<file path="src/rtl/rxsig_pkg.sv">
package rxsig_pkg;
  parameter int NUM_SLOTS  = 32;
  parameter int CODE_W     = 4;
  parameter int WORD_W     = 7;
  parameter int NUM_GROUPS = 4;
  parameter int FRAME_W    = 4;
  localparam int SLOT_W    = $clog2(NUM_SLOTS);
  localparam int GRP_W     = $clog2(NUM_GROUPS);
  localparam logic [FRAME_W-1:0] ROB_FRAME_A = 4'd6;
  localparam logic [FRAME_W-1:0] ROB_FRAME_B = 4'd12;

  typedef enum logic [1:0] {
    MODE_16 = 2'b00,
    MODE_4  = 2'b01,
    MODE_2  = 2'b10
  } sigMode_e;

  typedef struct packed {
    logic              wrEn;
    logic [SLOT_W-1:0] wrSlot;
    logic [WORD_W-1:0] wrWord;
  } ctrlStrobe_t;

  // Packs a code into the stored layout: mode tag in 6:4, code in 3:0.
  function automatic logic [WORD_W-1:0] packWord(input logic [1:0] mode,
                                                 input logic [CODE_W-1:0] code);
    case (mode)
      MODE_16: packWord = {3'b000, code};
      MODE_4:  packWord = {3'b010, 2'b00, code[1:0]};
      default: packWord = {3'b110, 3'b000, code[0]};
    endcase
  endfunction
endpackage

</file>
<file path="src/rtl/rxsig_ctrl.sv">
module rxsig_ctrl
  import rxsig_pkg::*;
(
  input  logic              clk,
  input  logic              rstN,
  input  logic              sigValid,
  input  logic [SLOT_W-1:0] sigSlot,
  input  logic [CODE_W-1:0] sigCode,
  input  logic [1:0]        sigMode,
  input  logic              debounceEn,
  output ctrlStrobe_t       strobe
);
  logic [CODE_W-1:0]    prevCode [NUM_SLOTS];
  logic [NUM_SLOTS-1:0] prevVld;
  logic                 codeMatch;

  assign codeMatch = prevVld[sigSlot] && (prevCode[sigSlot] == sigCode);

  always_comb begin
    strobe.wrEn   = sigValid && (!debounceEn || codeMatch);
    strobe.wrSlot = sigSlot;
    strobe.wrWord = packWord(sigMode, sigCode);
  end

  always_ff @(posedge clk) begin
    if (!rstN) prevVld <= '0;
    else if (sigValid) prevVld[sigSlot] <= 1'b1;
  end

  always_ff @(posedge clk) begin
    if (sigValid) prevCode[sigSlot] <= sigCode;
  end

  AST_FIRST_SEEN_HELD: assert property (@(posedge clk) disable iff (!rstN)
    (sigValid && debounceEn && !prevVld[sigSlot]) |-> !strobe.wrEn);
endmodule

</file>
<file path="src/rtl/rxsig_datapath.sv">
module rxsig_datapath
  import rxsig_pkg::*;
(
  input  logic               clk,
  input  logic               rstN,
  input  ctrlStrobe_t        strobe,
  input  logic               stompEn,
  input  logic               hgFwdEn,
  input  logic [NUM_GROUPS-1:0] hgAligned,
  input  logic               payValid,
  input  logic [7:0]         payData,
  input  logic               payVoice,
  input  logic [FRAME_W-1:0] payFrame,
  output logic               payOutValid,
  output logic [7:0]         payOutData,
  input  logic [SLOT_W-1:0]  sysSlot,
  output logic [CODE_W-1:0]  sysCode,
  input  logic [SLOT_W-1:0]  rdAddr,
  output logic [WORD_W-1:0]  rdData
);
  logic [WORD_W-1:0] regFile [NUM_SLOTS];
  logic              robbedPos;
  logic [GRP_W-1:0]  sysGroup;
  logic [CODE_W-1:0] sysNext;

  assign robbedPos = stompEn && payVoice &&
                     (payFrame == ROB_FRAME_A || payFrame == ROB_FRAME_B);
  assign sysGroup  = sysSlot[GRP_W-1:0];

  always_comb begin
    sysNext = regFile[sysSlot][CODE_W-1:0];
    if (hgFwdEn && !hgAligned[sysGroup]) sysNext[0] = 1'b1;
  end

  always_ff @(posedge clk) begin
    if (!rstN) begin
      for (int i = 0; i < NUM_SLOTS; i++) regFile[i] <= '0;
    end else if (strobe.wrEn) begin
      regFile[strobe.wrSlot] <= strobe.wrWord;
    end
  end

  always_ff @(posedge clk) begin
    if (!rstN) begin
      rdData      <= '0;
      sysCode     <= '0;
      payOutValid <= 1'b0;
      payOutData  <= '0;
    end else begin
      rdData      <= regFile[rdAddr];
      sysCode     <= sysNext;
      payOutValid <= payValid;
      payOutData  <= {payData[7:1], payData[0] | robbedPos};
    end
  end

  AST_MODE_TAG_LEGAL: assert property (@(posedge clk) disable iff (!rstN)
    rdData[6:4] inside {3'b000, 3'b010, 3'b110});
  AST_FOUR_STATE_ZERO: assert property (@(posedge clk) disable iff (!rstN)
    (rdData[6:4] == 3'b010) |-> (rdData[3:2] == 2'b00));
  AST_TWO_STATE_ZERO: assert property (@(posedge clk) disable iff (!rstN)
    (rdData[6:4] == 3'b110) |-> (rdData[3:1] == 3'b000));
  AST_STOMP_SET: assert property (@(posedge clk) disable iff (!rstN)
    (payValid && stompEn && payVoice && (payFrame == 4'd6 || payFrame == 4'd12))
      |=> (payOutValid && payOutData[0]));
  AST_UPPER_PASS: assert property (@(posedge clk) disable iff (!rstN)
    payValid |=> (payOutData[7:1] == $past(payData[7:1])));
  AST_GROUP_FORCE: assert property (@(posedge clk) disable iff (!rstN)
    (hgFwdEn && !hgAligned[sysSlot[GRP_W-1:0]]) |=> sysCode[0]);
endmodule

</file>
<file path="src/rtl/rxsig_proc.sv">
module rxsig_proc
  import rxsig_pkg::*;
(
  input  logic         clk,
  input  logic         rstN,
  input  logic         sigValid,
  input  logic [4:0]   sigSlot,
  input  logic [3:0]   sigCode,
  input  logic [1:0]   sigMode,
  input  logic         debounceEn,
  input  logic         stompEn,
  input  logic         hgFwdEn,
  input  logic [3:0]   hgAligned,
  input  logic         payValid,
  input  logic [7:0]   payData,
  input  logic         payVoice,
  input  logic [3:0]   payFrame,
  output logic         payOutValid,
  output logic [7:0]   payOutData,
  input  logic [4:0]   sysSlot,
  output logic [3:0]   sysCode,
  input  logic [4:0]   rdAddr,
  output logic [6:0]   rdData
);
  ctrlStrobe_t strobe;

  rxsig_ctrl u_ctrl (
    .clk(clk), .rstN(rstN), .sigValid(sigValid), .sigSlot(sigSlot),
    .sigCode(sigCode), .sigMode(sigMode), .debounceEn(debounceEn),
    .strobe(strobe)
  );

  rxsig_datapath u_dp (
    .clk(clk), .rstN(rstN), .strobe(strobe), .stompEn(stompEn),
    .hgFwdEn(hgFwdEn), .hgAligned(hgAligned), .payValid(payValid),
    .payData(payData), .payVoice(payVoice), .payFrame(payFrame),
    .payOutValid(payOutValid), .payOutData(payOutData),
    .sysSlot(sysSlot), .sysCode(sysCode), .rdAddr(rdAddr), .rdData(rdData)
  );

  AST_HG_TWO_STATE: assert property (@(posedge clk) disable iff (!rstN)
    (sigValid && hgFwdEn) |-> (sigMode == MODE_2));
endmodule

</file>
<file path="config.mk">
export PLATFORM = sky130hd
export DESIGN_NAME = rxsig_proc
export DESIGN_NICKNAME = d
export VERILOG_FILES = /design/src/rtl/rxsig_pkg.sv /design/src/rtl/rxsig_ctrl.sv /design/src/rtl/rxsig_datapath.sv /design/src/rtl/rxsig_proc.sv
export SDC_FILE = /design/constraint.sdc
export NUM_CORES = 1
export LEC_CHECK = 0
export BUFFER_PORTS_ARGS = -buffer_cell sky130_fd_sc_hd__clkbuf_2
export CORE_ASPECT_RATIO = 1.5
export CORE_MARGIN = 2
export CORE_UTILIZATION = 50
export DETAILED_ROUTE_END_ITERATION = 10
export GPL_ROUTABILITY_DRIVEN = 0
export PLACE_DENSITY = 0.77
export REMOVE_ABC_BUFFERS = 1
export SYNTH_ARGS = -nofsm -noshare
export SYNTH_HDL_FRONTEND = slang
export SYNTH_HIERARCHICAL = 1
export SYNTH_SLANG_ARGS = --single-unit
</file>
<file path="constraint.sdc">
create_clock -name clk -period 4.85 [get_ports clk]
set_input_delay 0.97 -clock clk [delete_from_list [all_inputs] [get_ports clk]]
set_output_delay 0.97 -clock clk [all_outputs]
set_load 0.03 [all_outputs]
</file>
## After elaboration in Yosys (flattened, before gate mapping)

Memory sizes are Yosys's and may differ from the RTL's. A register that Yosys moved wholly into a read port is not among the register bits.
Index checks and enable logic that the tools add are counted.

- Bits in writable memories: 352
- Output and inout bits: 20
- Word-level logic and storage cells: 45
- Input bits: 45
- Register bits: 45
- Memories kept: 2

Memories:

| memory | depth | bits a word | rd ports | clocked after memory_dff | write ports | line | RTL |
|---|---|---|---|---|---|---|---|
| u_dp.regFile | 32 | 7 | 2 | 1 | 32 | rxsig_datapath.sv:21 | `logic [WORD_W-1:0] regFile [NUM_SLOTS];` |
| u_ctrl.prevCode | 32 | 4 | 1 | 0 | 1 | rxsig_ctrl.sv:13 | `logic [CODE_W-1:0] prevCode [NUM_SLOTS];` |

- Magnitude comparators: 3
- Bitwise operators: 2
- Reductions and logical operators: 13
- Mux-type cells: 17
- Eq/ne operators: 4

Operators with widths:

| operator | number |
|---|---|
| OR 32 bit | 1 |
| case mux 7 bit (2 select lines) | 1 |
| two-way mux 1 bit | 11 |
| two-way mux 7 bit | 1 |
| OR reduction 7 bit | 1 |
| logical AND 1 bit | 6 |
| less-than comparator 5 x 6 -> 1 bit (second input constant) | 1 |
| binary-select mux 1 bit (select 5 bit) | 1 |
| demux 1 bit (select 5 bit) | 1 |
| >= comparator 5 x 1 -> 1 bit (second input constant) | 1 |
| two-way mux 5 bit | 1 |
| == test 4 x 3 -> 1 bit (second input constant) | 1 |
| == test 4 bit | 1 |
| == test 4 bit (second input constant) | 1 |
| logical NOT 1 bit | 3 |
| less-than comparator 2 x 3 -> 1 bit (second input constant) | 1 |
| binary-select mux 1 bit (select 2 bit) | 1 |
| == test 2 x 1 -> 1 bit (second input constant) | 1 |
| logical NOT 2 bit | 1 |
| logical OR 1 bit | 2 |
| OR 1 bit | 1 |

## Logic depth before layout (Yosys ltp)

Gate-level depths: netlist of run 1.

- Depth in word-level cells: 10
- Mapped depth: 16
- Mapped depth without buffers: 11

## Cells and area by module

Netlist of run 1, hierarchy kept.

Modules (own cells, without submodules):

| module | seq. area each (um^2) | times used | area an instance (um^2) | cells each |
|---|---|---|---|---|
| rxsig_datapath | 7126.8 | 1 | 12176.7 | 838 |
| rxsig_ctrl | 4484.3 | 1 | 6666.4 | 439 |

## Least setup slack after synthesis of run 1

OpenSTA, ideal clock, no wires.

- Kind: in2reg
- From: input port sigSlot[0]
- To: memory u_dp.regFile[0][0], enable pin
- Buffers on the path: 4
- Library setup time: 381 ps
- Slack: 675 ps
- Cell stages on the path: 13
- Arrival: 3794 ps
- Required time: 4469 ps
- Path through: buf_6 > buf_6 > mux2_2 > a2111oi_2 > nand4_1 > xnor2_1 > nor3_1 > a32o_1 > nand2_1 > or3_1 > clkbuf_1 > clkbuf_1 > o21ai_0

RTL lines:

| element | line | RTL |
|---|---|---|
| start: declaration | rxsig_proc.sv:7 | `input logic [4:0] sigSlot,` |
| end: declaration | rxsig_datapath.sv:21 |  |

==> summary.txt, run 1 <==
Post-synth ARST share: 0
Overall power: 7660 uW
Die X: 163 um
Req. time, crit path: 5.09 ns
# hold bufs at CTS: 0
Layout Nets: 1385
Vias in the first global route: 11600
Max Buffers Root-to-Sink: 3
Routed length per instance: 24.0 um
Vias/cell: 6.13
Initial Util: 0.505
Adder and majority gate portion of the synthesized area: 0
Setup Buffers After CTS: 0
Vert. Die Dim: 242 um
Mux share of post-synthesis cell area: 0.166
Clock sink total: 404
Post-synthesis compound-gate area fraction: 0.0480
Commonest cells in the netlist: 352 x edfxtp_1, 233 x and2_1, 84 x mux2i_1, 83 x nor2_1, 75 x mux4_2
Worst R2R Start: u_ctrl/prevCode[14][3]
Critical path endpoint: u_dp/regFile[12][4]
Initial antenna violation count: 0
Share of cells above drive strength 1: 0.221
Routed wire length: 44600 um
Hold Slack: 0.464 ns
FF+latch count, synth: 404
Count leader, synth: edfxtp_1
Clk_skew: 0.0226 ns
Clock Latency Late Sink: 0.54 ns
Critical path startpoint category: input pin
Cell area after synthesis: 0.0188 mm2
Number of CTS-inserted buffers: 38
Crit end category: register
Cell count after synthesis: 1277
Area Overhead vs Synth: 11.0%
Setup crit start: sigSlot[0]
Fin crit period: 4.10 ns
Critical Path Fanout Max: 25
Critical path class: input pin to register
Core Area: 0.0373 mm2
Max Clk Rate: 244 MHz
Initial detailed-routing violation count: 1114
Final Hold Vio Count: 0
Largest net degree at the start of global routing: 65
Synth Area in XOR/XNOR: 0.00232
Hpwl dp: 30200 um
CTS root buffer: clkbuf_16
Row count: 87
Worst R2R End: u_dp/regFile[12][4]
Vias: 11400
H-tree levels: 2
Post-route ant nets: 0
Worst reg2reg path depth: 11
Final count of negative-setup-slack endpoints: 0
Die area: 0.0393 mm2
Worst min path class: register to register
R2r setup slk: 1.50 ns
Design Area, Final: 0.0209 mm2
Post-synth cell types: 55
Area contributors post-synth: edfxtp_1 56%, mux4_2 9.0%, and2_1 7.7%
Cell Pwr Density: 366 mW/mm2
Layout Utilization: 0.560
CTS clock-pin slew for the worst setup and hold paths: 0.06 ns
1st-pass router iterations: 6
# DRC: 0
Largest family of logic cells by synthesized area: multiplexers
CTS tree: yes
Max-slew violation count: 0
Setup TNS Final: 0 ns
Global-route wire length before repair: 67100 um
N_diodes: 0
Remaining global-route overflow: 0
Max Cap Viol: 0
IO buf count: 64
RSZ-0062 raised after global routing: false
EDFF count, synth: 352
Worst rel slew slack: 0.359
Period utilization: 0.845
Worst EP arrival: 4.33 ns
Worst Tran Pin Value: 0.959 ns
Post-synthesis simple-gate area fraction: 0.131
Avg Cell Area, Syn: 14.8 um2
Dpl cell area: 0.0196 mm2
Post-synth top area share: 0.561
Top_reg_cell synth: edfxtp_1
Status: completed
Largest area contributor in the netlist: edfxtp_1
Lkg Pwr: 0.00734 uW
I/O pins: 65
Seq/Total Area, Yosys: 0.616
GRT Resource Usage Total: 0.228
VDD IR-drop max: 400 uV
# resized after CTS: 0
Synthesis warning total: 6
## cells by family (layout without fill, tap and decap cells)
family | count (synthesis) | count (layout)
buf+inv | 116 | 208
simple gates | 425 | 425
other cells | 1 | 1
xor+xnor | 5 | 5
flops | 404 | 404
mux | 196 | 196
compound gates | 130 | 130
## layout by cell type, fill, tap and decap left out, types with 9 or more instances in the layout
cell,instances
edfxtp_1,352
and2_1,233
mux2i_1,84
nor2_1,81
mux4_2,75
clkbuf_2,61
buf_4,61
dfxtp_1,52
clkbuf_16,39
o21ai_0,38
o21a_1,33
nor3_1,27
mux2_2,25
inv_1,13
mux4_1,12
o221ai_1,11
a31oi_1,11
o22ai_1,10
a22oi_1,10
clkinv_1,9
clkinv_2,9
nor4_1,9
## layer usage
| layer | vias up | wire, um | global-route usage |
|---|---|---|---|
| met5 | - | 0 | 0 |
| met4 | 0 | 2820 | 0.131 |
| met3 | 161 | 2800 | 0.0307 |
| met2 | 598 | 23800 | 0.414 |
| met1 | 5668 | 15100 | 0.253 |
| li1 | 4963 | - | - |
## layout make-up
class	instances	area [um2]
fillers	2891	16400
flip-flops and latches	404	11600
multi-input cells	757	6560
clock buffers	44	1010
repair buffers	124	788
well taps	489	612
clock inverters	25	275
inverters	15	56.3
## sequential cells by signal (all words and copies together) (netlist names)
signal	count
u_dp/regFile	224
u_ctrl/prevCode	128
u_ctrl/prevVld	32
u_dp/payOutData	8
u_dp/rdData	7
u_dp/sysCode	4
u_dp/payOutValid	1
## power breakdown
group          internal (uW)  switching (uW)  total [uW]
Sequential              3900            59.2        3960
Combinational            262             382         644
Clock                   1820            1240        3060
## critical path: stages
cell and delay [ns]:
buf_4 0.35, buf_12 0.24, mux2i_1 0.22, o22ai_1 0.10, or3_1 0.37, nor4_1 0.27, nand4_1 0.17, xnor2_1 0.19
a32o_1 0.27, nand2_1 0.06, or3_1 0.61, o21ai_0 0.29, buf_4 0.20
## worst min-delay path by stage
stage,cells after the start,startpoint,to,slack [ns]
after floorplan,1,u_ctrl/prevVld[17],u_ctrl/prevVld[17],0.43
after global placement,1,u_ctrl/prevVld[24],u_ctrl/prevVld[24],0.44
after detailed placement,1,u_ctrl/prevVld[8],u_ctrl/prevVld[8],0.45
after CTS,1,u_ctrl/prevVld[8],u_ctrl/prevVld[8],0.46
after global routing,1,u_ctrl/prevVld[8],u_ctrl/prevVld[8],0.48
final,1,u_ctrl/prevVld[0],u_ctrl/prevVld[0],0.46
## stage by stage
step                setup slack (ns)  std cells
finish                         0.753       1858
CTS                            0.834       1858
detailed placement             0.272       1789
global placement               0.381       1789
floorplan                       1.01       1176
global route                   0.667       1858
No activity file was read; power rests on OpenSTA's default activity.
==> run 2, diff against run 1 <==
PLACE_DENSITY = 0.8   (was 0.77)
clock period = 3.6 ns   (was 4.85 ns; I/O delays follow)
==> run 2 against run 1 <==
  * Count of clock-buffer cells in the layout grew 3
  * Critical path depth stayed put
  * Critical endpoint is now u_dp/regFile[20][6]
  * Clock skew is 0.0068 ns higher
  * Core utilization grew 0.91 points
  * Largest cell class unchanged
  * Sequential share of layout area shrank 0.89 points
  * Combinational power increased by 38%
  * Non-clock buffer count rose by 33
==> summary.txt, run 2 (synthesis results as in run 1) <==
Status: completed
Worst EP arrival: 3.57 ns
Psw: 2300 uW
Max Buffers Root-to-Sink: 3
Family with the most delay on the worst path: compound AO/OA/AOI/OAI gates
Initial antenna violation count: 0
Max Clk Rate: 301 MHz
I/O pins: 65
CTS root buffer: clkbuf_16
Stages on worst setup path: 13
Critical Path Fanout Max: 21
H-tree levels: 2
Critical path startpoint category: input pin
Final Hold Vio Count: 0
Crit end category: register
Biggest register: u_dp/regFile
Max-slew violation count: 0
Initial detailed-routing violation count: 1167
Final count of negative-setup-slack endpoints: 0
Design Area, Final: 0.0213 mm2
Worst min path class: input pin to register
Clk_skew: 0.0294 ns
Share of cells above drive strength 1: 0.241
Lkg Pwr: 0.00753 uW
Critical path class: input pin to register
CP Cell Sequence: buf_6 -> buf_4 -> mux2i_1 -> o221ai_1 -> a2111oi_2 -> nand4_1 -> xnor2_1 -> a32o_2 -> nand2_1 -> or3_1 -> buf_12 -> o21ai_0 -> buf_4
Max FFs per register: 224
Worst Tran Pin Value: 0.893 ns
Dpl cell area: 0.0200 mm2
Finished Layout Cells: 1892
Most frequent cells in the layout: 352 x edfxtp_1, 233 x and2_1, 84 x buf_4, 84 x mux2i_1, 82 x nor2_1
Routed length per instance: 23.5 um
GRT Resource Usage Total: 0.228
Vert. Die Dim: 242 um
Routed wire length: 44500 um
Commonest non-fill, non-tap cell in the layout: edfxtp_1
Cell Pwr Density: 486 mW/mm2
IO buf count: 64
Combinational power share: 0.086
Die X: 163 um
# DRC: 0
Row count: 87
Worst rel slew slack: 0.404
Largest net degree at the start of global routing: 87
Layout Nets: 1419
Hpwl dp: 30300 um
Clock sink total: 404
Clock Latency Late Sink: 0.54 ns
Clock share of power: 0.397
Initial Util: 0.505
VDD IR-drop max: 484 uV
Core Area: 0.0373 mm2
Sw frac: 0.223
Vias: 11500
Number of CTS-inserted buffers: 39
Global-route wire length before repair: 67400 um
Req. time, crit path: 3.85 ns
Vias/cell: 6.08
Largest regs: u_dp/regFile x224, u_ctrl/prevCode x128, u_ctrl/prevVld x32
Max stage delay on crit path: 0.39 ns
Worst path most repeated cell: buf_4
1st-pass router iterations: 7
CTS clock-pin slew for the worst setup and hold paths: 0.06 ns
Remaining global-route overflow: 0
Setup TNS Final: 0 ns
Vias in the first global route: 11600
Setup Buffers After CTS: 0
Worst slack, placed: -0.396 ns
Fin crit period: 3.33 ns
Period utilization: 0.924
Die area: 0.0393 mm2
Share of total power in sequential cells: 0.517
Post-route ant nets: 0
# placed instances: 1822
RSZ-0062 raised after global routing: false
Layout Utilization: 0.569
Worst Path Buf+Inv: 4
CP max-delay cell: a2111oi_2
Final worst slack: 0.274 ns
Area Overhead vs Synth: 12.8%
CTS tree: yes
Hold depth: 2
Fillers: 2870
Max Cap Viol: 0
P_int: 8030 uW
Worst reg2reg path depth: 12
run 2: through the flow:
stage | total power (uW) | hold slack, ns
CTS | 10400 | 0.384
global placement | 6280 | 0.440
detailed placement | 6310 | 0.448
finish | 10300 | 0.409
global route | 10600 | 0.402
floorplan | 5850 | 0.432
run 2: final timing paths:
path | startpoint | endpoint | slack [ns]
min | payData[5] | u_dp/payOutData[5] | 0.41
max | sigSlot[0] | u_dp/regFile[20][6] | 0.27
max reg2reg | u_ctrl/prevCode[12][3] | u_dp/regFile[20][6] | 0.53
min reg2reg | u_ctrl/prevVld[8] | u_ctrl/prevVld[8] | 0.46
run 2: worst reg2reg max path, cell delays in order (launching register included):
cell,delay [ns]
edfxtp_1,0.38
mux2i_1,0.18
nor3_1,0.06
or3_1,0.40
nor4_1,0.20
nand4_1,0.15
xnor2_1,0.20
a32o_2,0.26
nand2_1,0.06
or3_1,0.35
buf_12,0.17
o21ai_0,0.19
buf_4,0.20
run 2: power by group through the flow:
stage                     sequential (uW)  clock, uW  combinational (uW)
after CTS                            5340       4160                 880
after detailed placement             5440          0                 876
after floorplan                      5430          0                 415
final                                5340       4100                 889
after global placement               5420          0                 860
after global routing                 5350       4320                 939
run 2: routing by layer:
metal | wire, um | GRT usage | vias up
li1 | - | - | 5034
met1 | 15400 | 0.257 | 5741
met2 | 23400 | 0.408 | 572
met3 | 2900 | 0.0324 | 162
met4 | 2820 | 0.133 | 0
met5 | 0 | 0 | -
run 2: timing repair:
item,CTS,global route
endpoints found under the setup margin,0,129
hold buffers,0,0
gates resized for setup,0,4
run 2: area by class of cell:
type,instances,area [um2],area share
timing repair buffer,157,1140,0.0538
clock buffer,47,1060,0.0498
sequential,404,11600,0.546
antenna,1,2.50,0.000118
tap,489,612,0.0288
inverter,15,56.3,0.00265
multi-input combinational,757,6550,0.308
clock inverter,22,223,0.0105
